File: src/rtl/bank_map_pkg.sv
`timescale 1ns/1ps
// Package: shared types for the banked memory map controller.
// Assumes a byte-wide CPU and 4 KB pages.
package bank_map_pkg;
    // Destination of a memory access
    typedef enum logic [1:0] {
        TGT_RAM  = 2'd0,
        TGT_ROM  = 2'd1,
        TGT_ATTR = 2'd2,
        TGT_WIN  = 2'd3
    } target_e;

    // Action coded in the low port-address bits of an I/O write
    typedef enum logic [1:0] {
        ACT_OVL_ON   = 2'd0,
        ACT_OVL_OFF  = 2'd1,
        ACT_ATTR_SET = 2'd2,
        ACT_ATTR_CLR = 2'd3
    } io_act_e;
endpackage

File: src/rtl/bank_state_reg.sv
`timescale 1ns/1ps
// Module: bank_state_reg
// Holds the overlay and attribute-plane flags. An I/O write that is high at
// a clock edge applies the action coded in the two low port-address bits.
// Assumes io_wr is qualified by the CPU bus cycle. Holding it high repeats
// the same action, which has no further effect.
module bank_state_reg
    import bank_map_pkg::*;
(
    input  logic       clk,
    input  logic       rst_n,
    input  logic       io_wr,
    input  logic [1:0] io_code,
    output logic       overlay_o,
    output logic       attr_o
);
    logic overlay_q;
    logic attr_q;

    // Apply the I/O action; reset restores the boot overlay
    always_ff @(posedge clk) begin
        if (!rst_n) begin
            overlay_q <= 1'b1;
            attr_q    <= 1'b0;
        end else if (io_wr) begin
            unique case (io_act_e'(io_code))
                ACT_OVL_ON:   overlay_q <= 1'b1;
                ACT_OVL_OFF:  overlay_q <= 1'b0;
                ACT_ATTR_SET: attr_q    <= 1'b1;
                ACT_ATTR_CLR: attr_q    <= 1'b0;
                default:      ;
            endcase
        end
    end

    assign overlay_o = overlay_q;
    assign attr_o    = attr_q;


    io_off_act_chk: assert property (@(posedge clk) disable iff (!rst_n)
        (io_wr && io_code == 2'd1) |=> !overlay_o);


    io_attr_set_chk: assert property (@(posedge clk) disable iff (!rst_n)
        (io_wr && io_code == 2'd2) |=> (attr_o && $stable(overlay_o)));


    state_hold_chk: assert property (@(posedge clk) disable iff (!rst_n)
        !io_wr |=> ($stable(overlay_o) && $stable(attr_o)));
endmodule

File: src/rtl/win_decode.sv
`timescale 1ns/1ps
// Module: win_decode
// Loose peripheral decode inside the I/O window. Each select compares two
// offset bits only, so several can fire on one access. Also holds the
// display option register (two flags written through the window).
// Assumes win_acc is high only for window accesses with the overlay on.
module win_decode #(
    parameter int OFS_W  = 12,
    parameter int DATA_W = 8
) (
    input  logic              clk,
    input  logic              rst_n,
    input  logic              win_acc,
    input  logic              win_wr,
    input  logic [OFS_W-1:0]  offset,
    input  logic [DATA_W-1:0] wdata,
    output logic              floppy_sel,
    output logic              busif_sel,
    output logic              serial_sel,
    output logic              video_sel,
    output logic              disp_sel,
    output logic              hires_o,
    output logic              shift_o
);
    localparam int NSEL = 5;
    // mask/match pairs, entry order: floppy, display, bus-if, serial, video
    localparam logic [NSEL*OFS_W-1:0] MASKS = {
        12'hC00, 12'hA00, 12'h900, 12'hC00, 12'h900};
    localparam logic [NSEL*OFS_W-1:0] MATCH = {
        12'hC00, 12'hA00, 12'h900, 12'h400, 12'h100};

    logic [NSEL-1:0] hit;
    logic hires_q;
    logic shift_q;

    // One masked comparator per peripheral
    for (genvar g = 0; g < NSEL; g++) begin : g_sel
        assign hit[g] = win_acc &&
            ((offset & MASKS[g*OFS_W +: OFS_W]) == MATCH[g*OFS_W +: OFS_W]);
    end

    assign floppy_sel = hit[0];
    assign disp_sel   = hit[1];
    assign busif_sel  = hit[2];
    assign serial_sel = hit[3];
    assign video_sel  = hit[4];

    // Latch the display option flags on a register write
    always_ff @(posedge clk) begin
        if (!rst_n) begin
            hires_q <= 1'b0;
            shift_q <= 1'b0;
        end else if (win_wr && disp_sel) begin
            hires_q <= wdata[0];
            shift_q <= wdata[1];
        end
    end

    assign hires_o = hires_q;
    assign shift_o = shift_q;


    sel_gate_chk: assert property (@(posedge clk) disable iff (!rst_n)
        (|hit) |-> win_acc);


    disp_latch_chk: assert property (@(posedge clk) disable iff (!rst_n)
        (win_wr && disp_sel) |=> (hires_o == $past(wdata[0]) &&
                                  shift_o == $past(wdata[1])));


    disp_hold_chk: assert property (@(posedge clk) disable iff (!rst_n)
        !(win_wr && disp_sel) |=> ($stable(hires_o) && $stable(shift_o)));
endmodule

File: src/rtl/addr_steer.sv
`timescale 1ns/1ps
// Module: addr_steer
// Combinational map from the CPU address and bank flags to a target.
// The low four pages carry the overlay (ROM twice, then the window twice).
// The top page may be redirected to the attribute RAM. All else is RAM.
// Assumes mem_rd and mem_wr are never high together.
module addr_steer
    import bank_map_pkg::*;
#(
    parameter int ADDR_W = 16,
    parameter int PAGE_W = 12
) (
    input  logic              clk,
    input  logic              rst_n,
    input  logic [ADDR_W-1:0] addr,
    input  logic              mem_rd,
    input  logic              mem_wr,
    input  logic              overlay,
    input  logic              attr_on,
    output target_e           target,
    output logic              rom_cs,
    output logic              ram_cs,
    output logic              ram_we,
    output logic              attr_cs,
    output logic              attr_we,
    output logic              win_acc,
    output logic              win_wr
);
    localparam int PG_W = ADDR_W - PAGE_W;

    logic [PG_W-1:0] page;
    logic            acc;
    logic            in_low;
    logic            in_top;

    assign page   = addr[ADDR_W-1:PAGE_W];
    assign acc    = mem_rd | mem_wr;
    assign in_low = (page[PG_W-1:2] == '0);
    assign in_top = (page == '1);

    // Pick the destination of the current address
    always_comb begin
        if (overlay && in_low)
            target = page[1] ? TGT_WIN : TGT_ROM;
        else if (attr_on && in_top)
            target = TGT_ATTR;
        else
            target = TGT_RAM;
    end

    // Qualify strobes by destination
    always_comb begin
        rom_cs  = (target == TGT_ROM)  && mem_rd;
        ram_cs  = (target == TGT_RAM)  && acc;
        ram_we  = (target == TGT_RAM)  && mem_wr;
        attr_cs = (target == TGT_ATTR) && acc;
        attr_we = (target == TGT_ATTR) && mem_wr;
        win_acc = (target == TGT_WIN)  && acc;
        win_wr  = (target == TGT_WIN)  && mem_wr;
    end


    one_dest_chk: assert property (@(posedge clk) disable iff (!rst_n)
        $onehot0({rom_cs, ram_cs, attr_cs, win_acc}));


    rom_rd_only_chk: assert property (@(posedge clk) disable iff (!rst_n)
        rom_cs |-> (mem_rd && !mem_wr && overlay));


    attr_gate_chk: assert property (@(posedge clk) disable iff (!rst_n)
        attr_cs |-> (attr_on && in_top));


    mid_ram_chk: assert property (@(posedge clk) disable iff (!rst_n)
        (acc && !in_low && !in_top) |-> ram_cs);
endmodule

File: src/rtl/bank_map_ctrl.sv
`timescale 1ns/1ps
// Module: bank_map_ctrl (top)
// Memory map controller for an 8-bit CPU: bank flags, address steering,
// loose peripheral decode and the CPU read-data mux.
// Assumes one CPU access per cycle and that the external arrays and
// peripherals return read data combinationally.
module bank_map_ctrl
    import bank_map_pkg::*;
#(
    parameter int ADDR_W = 16,
    parameter int DATA_W = 8,
    parameter int PAGE_W = 12,
    parameter int REG_W  = 2
) (
    input  logic              clk,
    input  logic              rst_n,
    input  logic [ADDR_W-1:0] cpu_addr,
    input  logic [DATA_W-1:0] cpu_wdata,
    input  logic              mem_rd,
    input  logic              mem_wr,
    input  logic              io_wr,
    output logic [DATA_W-1:0] cpu_rdata,
    output logic              rom_cs,
    output logic [PAGE_W-1:0] rom_addr,
    input  logic [DATA_W-1:0] rom_rdata,
    output logic              ram_cs,
    output logic              ram_we,
    output logic [ADDR_W-1:0] ram_addr,
    output logic [DATA_W-1:0] ram_wdata,
    input  logic [DATA_W-1:0] ram_rdata,
    output logic              attr_cs,
    output logic              attr_we,
    output logic [PAGE_W-1:0] attr_addr,
    output logic [DATA_W-1:0] attr_wdata,
    input  logic [DATA_W-1:0] attr_rdata,
    output logic              floppy_cs,
    output logic              busif_cs,
    output logic              serial_cs,
    output logic              video_cs,
    output logic [REG_W-1:0]  periph_reg,
    output logic              periph_rd,
    output logic              periph_wr,
    input  logic [DATA_W-1:0] periph_rdata,
    output logic              overlay_on,
    output logic              attr_on,
    output logic              disp_hires,
    output logic              disp_shift
);
    localparam logic [DATA_W-1:0] IDLE_BYTE = '1;
    localparam logic [DATA_W-1:0] ATTR_FILL = {1'b0, {(DATA_W-1){1'b1}}};

    target_e target;
    logic    win_acc;
    logic    win_wr;
    logic    disp_sel;
    logic    ext_hit;

    bank_state_reg u_state (
        .clk       (clk),
        .rst_n     (rst_n),
        .io_wr     (io_wr),
        .io_code   (cpu_addr[1:0]),
        .overlay_o (overlay_on),
        .attr_o    (attr_on)
    );

    addr_steer #(.ADDR_W(ADDR_W), .PAGE_W(PAGE_W)) u_steer (
        .clk     (clk),
        .rst_n   (rst_n),
        .addr    (cpu_addr),
        .mem_rd  (mem_rd),
        .mem_wr  (mem_wr),
        .overlay (overlay_on),
        .attr_on (attr_on),
        .target  (target),
        .rom_cs  (rom_cs),
        .ram_cs  (ram_cs),
        .ram_we  (ram_we),
        .attr_cs (attr_cs),
        .attr_we (attr_we),
        .win_acc (win_acc),
        .win_wr  (win_wr)
    );

    win_decode #(.OFS_W(PAGE_W), .DATA_W(DATA_W)) u_win (
        .clk        (clk),
        .rst_n      (rst_n),
        .win_acc    (win_acc),
        .win_wr     (win_wr),
        .offset     (cpu_addr[PAGE_W-1:0]),
        .wdata      (cpu_wdata),
        .floppy_sel (floppy_cs),
        .busif_sel  (busif_cs),
        .serial_sel (serial_cs),
        .video_sel  (video_cs),
        .disp_sel   (disp_sel),
        .hires_o    (disp_hires),
        .shift_o    (disp_shift)
    );

    // Address and data fan-out to the arrays and peripherals
    assign rom_addr   = cpu_addr[PAGE_W-1:0];
    assign attr_addr  = cpu_addr[PAGE_W-1:0];
    assign ram_addr   = cpu_addr;
    assign ram_wdata  = cpu_wdata;
    assign attr_wdata = cpu_wdata | ATTR_FILL;
    assign periph_reg = cpu_addr[REG_W-1:0];
    assign periph_rd  = win_acc && mem_rd;
    assign periph_wr  = win_wr;
    assign ext_hit    = floppy_cs | busif_cs | serial_cs | video_cs;

    // Read-data mux back to the CPU
    always_comb begin
        cpu_rdata = IDLE_BYTE;
        if (mem_rd) begin
            unique case (target)
                TGT_ROM:  cpu_rdata = rom_rdata;
                TGT_RAM:  cpu_rdata = ram_rdata;
                TGT_ATTR: cpu_rdata = attr_rdata;
                TGT_WIN:  cpu_rdata = ext_hit ? periph_rdata : IDLE_BYTE;
                default:  cpu_rdata = IDLE_BYTE;
            endcase
        end
    end


    win_idle_chk: assert property (@(posedge clk) disable iff (!rst_n)
        (periph_rd && !ext_hit) |-> (cpu_rdata == IDLE_BYTE));


    attr_fill_chk: assert property (@(posedge clk) disable iff (!rst_n)
        attr_we |-> (attr_wdata[DATA_W-2:0] == ATTR_FILL[DATA_W-2:0]));


    low_ram_chk: assert property (@(posedge clk) disable iff (!rst_n)
        (!overlay_on && (mem_rd || mem_wr) && cpu_addr[ADDR_W-1:ADDR_W-2] == 2'b00)
            |-> (ram_cs && !rom_cs && !periph_rd && !periph_wr));
endmodule

File: config.mk
export PLATFORM = sky130hd
export DESIGN_NAME = bank_map_ctrl
export DESIGN_NICKNAME = d
export VERILOG_FILES = /design/src/rtl/bank_map_pkg.sv /design/src/rtl/bank_state_reg.sv /design/src/rtl/win_decode.sv /design/src/rtl/addr_steer.sv /design/src/rtl/bank_map_ctrl.sv
export SDC_FILE = /design/constraint.sdc
export NUM_CORES = 1
export LEC_CHECK = 0
export BUFFER_PORTS_ARGS = -buffer_cell sky130_fd_sc_hd__buf_2
export CORE_MARGIN = 3
export CORE_UTILIZATION = 34
export DETAILED_ROUTE_END_ITERATION = 10
export PLACE_DENSITY = 0.93
export SLEW_MARGIN = 20
export SYNTH_ARGS = -nofsm -noshare
export SYNTH_HDL_FRONTEND = slang
export SYNTH_HIERARCHICAL = 1
export SYNTH_SLANG_ARGS = --single-unit
File: constraint.sdc
create_clock -name clk -period 5.3 [get_ports clk]
set_input_delay 1.59 -clock clk [delete_from_list [all_inputs] [get_ports clk]]
set_output_delay 1.59 -clock clk [all_outputs]
set_load 0.05 [all_outputs]
Word-level counts from Yosys, hierarchy flattened
Index checks and enable logic that the tools add are counted.
{ "word_totals": {"inputBits": 61, "regBits": 4, "output_inout_bits": 81, "elab_cells": 51} }
{ "op_classes": {"reduce_logical": 23, "bitwise_logic": 4, "n_mux": 8, "n_eq_ne": 12} }
{ "ops": {"columns": ["operator", "count"], "rows": [
  ["case mux 8 bit (4 select lines)", 1],
  ["logical AND 1 bit", 16],
  ["two-way mux 8 bit", 2],
  ["equality test 2 bit, second input constant", 7],
  ["equality test 2 x 1 -> 1 bit, second input constant", 4],
  ["logical NOT 2 bit", 3],
  ["two-way mux 2 bit", 3],
  ["equality test 4 bit, second input constant", 1],
  ["bitwise OR 1 bit", 4],
  ["case mux 1 bit (2 select lines)", 2],
  ["AND reduction 2 bit", 2],
  ["nonzero test 2 bit", 2]
]} }

Longest topological paths before layout
{ "depth": {"ltp_word": 13, "mapped_depth": 7, "depth_no_buf": 6} }

Cells and area by module
Netlist, hierarchy kept.
{ "modules_own_cells": {"columns": ["mod", "area_each_um2", "instances", "cells_per_inst", "seq_area_each_um2"], "rows": [
  ["bank_map_ctrl", 762.0, 1, 108, 0.0],
  ["win_decode", 131.4, 1, 14, 40.0],
  ["addr_steer", 98.8, 1, 15, 0.0],
  ["bank_state_reg", 81.3, 1, 8, 40.0]
]} }

Least setup slack after synthesis
Ideal clock, no wire load.
{ "synth_timing": {"path_type": "input port to output port", "from": "input cpu_addr[14]", "to": "output cpu_rdata[0]", "arrival_ns": 3.219, "n_path_buf": 0, "path_slack_ns": 0.491, "required_ns": 3.710, "stages": 6, "path_cell_list": "nand4bb_1 -> nor2_1 -> and3b_2 -> nor4_4 -> o21ai_0 -> nand4b_1"} }
{ "synth_between": {"elab_chain_cells": 13, "word_cells_on_any_way": 21, "classes_between": "4 x eq/ne; 5 x mux; 3 x bitwise; 9 x reduce/logical"} }
{ "synth_rtl": {"columns": ["element", "line", "source"], "rows": [
  ["start: declaration", "bank_map_ctrl.sv:17", "input logic [ADDR_W-1:0] cpu_addr,"],
  ["equality test 4 bit", "addr_steer.sv:39", "assign in_top = (page == '1);"],
  ["logical AND 1 bit", "addr_steer.sv:45", "else if (attr_on && in_top)"],
  ["two-way mux 2 bit", "addr_steer.sv:45", null],
  ["two-way mux 2 bit (*)", "addr_steer.sv:43", "if (overlay && in_low)"],
  ["equality test 2 bit (*)", "addr_steer.sv:58", "win_acc = (target == TGT_WIN) && acc;"],
  ["logical AND 1 bit (*)", "addr_steer.sv:58", null],
  ["via win_acc", "bank_map_ctrl.sv:53", "logic win_acc;"],
  ["logical AND 1 bit (*)", "win_decode.sv:38", "assign hit[g] = win_acc &&"],
  ["via floppy_cs", "bank_map_ctrl.sv:36", "output logic floppy_cs,"],
  ["bitwise OR 1 bit (*) (3 in series)", "bank_map_ctrl.sv:110", "assign ext_hit = floppy_cs | busif_cs | serial_cs | video_cs;"],
  ["two-way mux 8 bit (*)", "bank_map_ctrl.sv:120", "TGT_WIN: cpu_rdata = ext_hit ? periph_rdata : IDLE_BYTE;"],
  ["case mux 8 bit (4 select lines) (*)", "bank_map_ctrl.sv:116", "unique case (target)"],
  ["two-way mux 8 bit (*)", "bank_map_ctrl.sv:115", "if (mem_rd) begin"],
  ["end: declaration", "bank_map_ctrl.sv:22", "output logic [DATA_W-1:0] cpu_rdata,"]
]} }
The timed path passes the listed nets; every way through them passes the cells marked *.

Worst setup path after layout
{ "layout_timing": {"from": "input mem_rd", "to": "output cpu_rdata[4]"} }
{ "layout_between": {"elab_chain_cells": 9, "word_cells_on_any_way": 12, "classes_between": "3 x mux; 4 x bitwise; 5 x reduce/logical"} }
{ "layout_rtl": {"columns": ["element", "line", "source"], "rows": [
  ["start: declaration", "bank_map_ctrl.sv:19", "input logic mem_rd,"],
  ["bitwise OR 1 bit (*)", "addr_steer.sv:37", "assign acc = mem_rd | mem_wr;"],
  ["logical AND 1 bit (*)", "addr_steer.sv:58", null],
  ["via win_acc", "bank_map_ctrl.sv:53", null],
  ["logical AND 1 bit", "win_decode.sv:38", null],
  ["bitwise OR 1 bit (2 in series)", "bank_map_ctrl.sv:110", null],
  ["bitwise OR 1 bit (*)", "bank_map_ctrl.sv:110", null],
  ["two-way mux 8 bit (*)", "bank_map_ctrl.sv:120", null],
  ["case mux 8 bit (4 select lines) (*)", "bank_map_ctrl.sv:116", null],
  ["two-way mux 8 bit (*)", "bank_map_ctrl.sv:115", null]
]} }
Marked as above.

==> flow_summary.yaml <==
power_and_ir_drop:
  power_frac_clock_pct: 16.8
  leakagePower_nw: 0.6495
  p_seq_share_pct: 15.0
  combPwrFrac_pct: 68.2
  intPower_mw: 0.09463
  switching_share_pct: 55.87
  ir_worst_vdd_uv: 98.36
  switching_power_mw: 0.1198
  p_per_area_mw_per_mm2: 179.7
floorplanning:
  die_x_um: 61.93
  fp.dieH_um: 61.93
  dieArea_sq_mm: 0.003835
  rows: 19
  core-area_sq_mm: 0.002877
  io_pins: 142
  initial_core_util_pct: 36.97
cts:
  clock_sinks: 4
  clockBufferDepth: 2
  ctsHoldBuffers: 0
  cts_resized: 0
  cts.clk_slew.worst_paths_ps: 30
  h-tree-depth: 1
  postCtsSetupBuffers: 0
  cts_made_buffers: 3
  clock_tree.root_cell: "clkbuf_4"
  cts_tree: "yes"
  clkLatencyLatePin_ps: 230
timing:
  setup_viol: 0
  setup_tns_ps: 0
  clock_skew_ps: 0.7455
  max_freq_mhz: 204.5
  finalHoldViolCount: 0
  fin_crit_sh_pct: 92.27
  rsz0062_at_grt: "no"
  period_needed_ps: 4890
  drv_slew: 0
final_layout:
  fin_util_pct: 41.50
  final_cell_mix: "buf_2 (97), nand2_1 (12), nor2_1 (11), mux2i_1 (10), nand4b_1 (9)"
  final_common_cell: "buf_2"
  nets: 252
  diodes: 0
  area_delta_synth_final_pct: 12.23
  fillers: 319
  drive_gt1_share_pct: 58.20
min_path:
  hold_class: "register to register"
route:
  detail-route-antenna-nets: 0
  vias_per_cell: 4.602
  wirelength_mm: 2.890
  drc_errors: 0
  dr.pass1.iters: 5
  wl_per_cell_um: 12.51
  vias: 1063
  drtIter0Drc: 35
synthesis:
  ys_warn_count: 6
  syn-instance-count: 144
  synth_area_sq_mm: 0.001064
  synth.avg_cell_area_sq_um: 7.386
setup_path:
  path_max_fanout: 11
  cpLargestDelayFamily: "simple AND/OR/NAND/NOR gates"
  endpoint_kind: "primary output"
  r2r_end: "u_win/hires_o"
  cp-start-kind: "input port"
  reg2reg_slack_ps: 3880
  r2r_cells: 4
  critical_path_class: "input port to primary output"
  max_stage_delay_ps: 430
  cp.depth: 8
  required_ps: 3710
  cp-endpoint: "cpu_rdata[4]"
  r2r_start: "u_state/overlay_o"
  arrival_ps: 3300
  cpMaxStageDelayCell: "nor4_4"
  crit_buf_inv: 2
  crit_chain: "buf_2 -> nor2_1 -> nor2_1 -> and3_2 -> nor4_4 -> o21ai_0 -> nand4b_1 -> buf_2"
  cp-startpoint: "mem_rd"
grt:
  grt_pass1_vias: 876
  antenna_found_initial: 0
  grt_pass1_wl_mm: 3.822
  grt.total_usage_pct: 13.21
  overflow: 0
  grt_max_degree: 12
job:
  max_cap_viol_count: 0
placement:
  numPortBuffers: 97
  gp_congestion: 0.6640
  dp_hpwl_mm: 2.518
run_status:
  outcome: "complete, no violations"
==> final cells by class <==
type                    instances  area, sq um  share of cell area (%)
clock buffers                   3        22.52                   1.887
inverters                       3        11.26                  0.9434
multi-input cells              80        526.8                   44.13
flip-flops and latches          4        80.08                   6.709
well taps                      42        52.55                   4.403
repair buffers                 99        500.5                   41.93
==> routing by layer <==
metal | routed length, um | part of all wire (%) | track usage, %
met5 | 0 | 0 | 0
met4 | 25 | 0.87 | 4.545
met3 | 362 | 13 | 3.926
met2 | 1485 | 51 | 24.51
met1 | 1017 | 35 | 14.09
==> flip-flops by register name, indices dropped and copies added (netlist names) <==
register and cells:
u_win/shift_o 1, u_state/overlay_o 1, u_win/hires_o 1, u_state/attr_o 1
==> per-stage QoR <==
step                      setup WS [ps]  hold WS (ps)  cell area [sq um]  total power, mW  std cells
after global placement            498.2         452.9               1171           0.1782        228
after global routing              227.1         489.3               1194           0.2278        231
after detailed placement          417.6         455.1               1171           0.1793        228
after floorplan                   517.6         668.9               1086           0.2058        150
final                             409.8         457.3               1194           0.2144        231
after CTS                         414.8         460.4               1194           0.2171        231
==> power groups by stage <==
stage                     Sequential (mW)  Clock (mW)  Combinational (mW)
after floorplan                    0.0354           0               0.170
final                              0.0321      0.0360               0.146
after detailed placement           0.0327           0               0.147
after global routing               0.0323      0.0407               0.155
after CTS                          0.0322      0.0380               0.147
after global placement             0.0327           0               0.145
==> worst min-delay path by stage <==
stage	startpoint	end	slack, ps	cells after the start
after floorplan	u_win/hires_o	u_win/hires_o	670	2
after global placement	u_win/shift_o	u_win/shift_o	450	2
after detailed placement	u_win/shift_o	u_win/shift_o	460	2
after CTS	u_win/shift_o	u_win/shift_o	460	2
after global routing	u_win/shift_o	u_win/shift_o	490	2
final	u_win/shift_o	u_win/shift_o	460	2
==> tightest hold or removal path, cell delays in order (launching register included) <==
cell and delay [ps]:
dfxtp_1 300, nand2_1 50, mux2i_1 60
(Power assumes the default switching activity.)
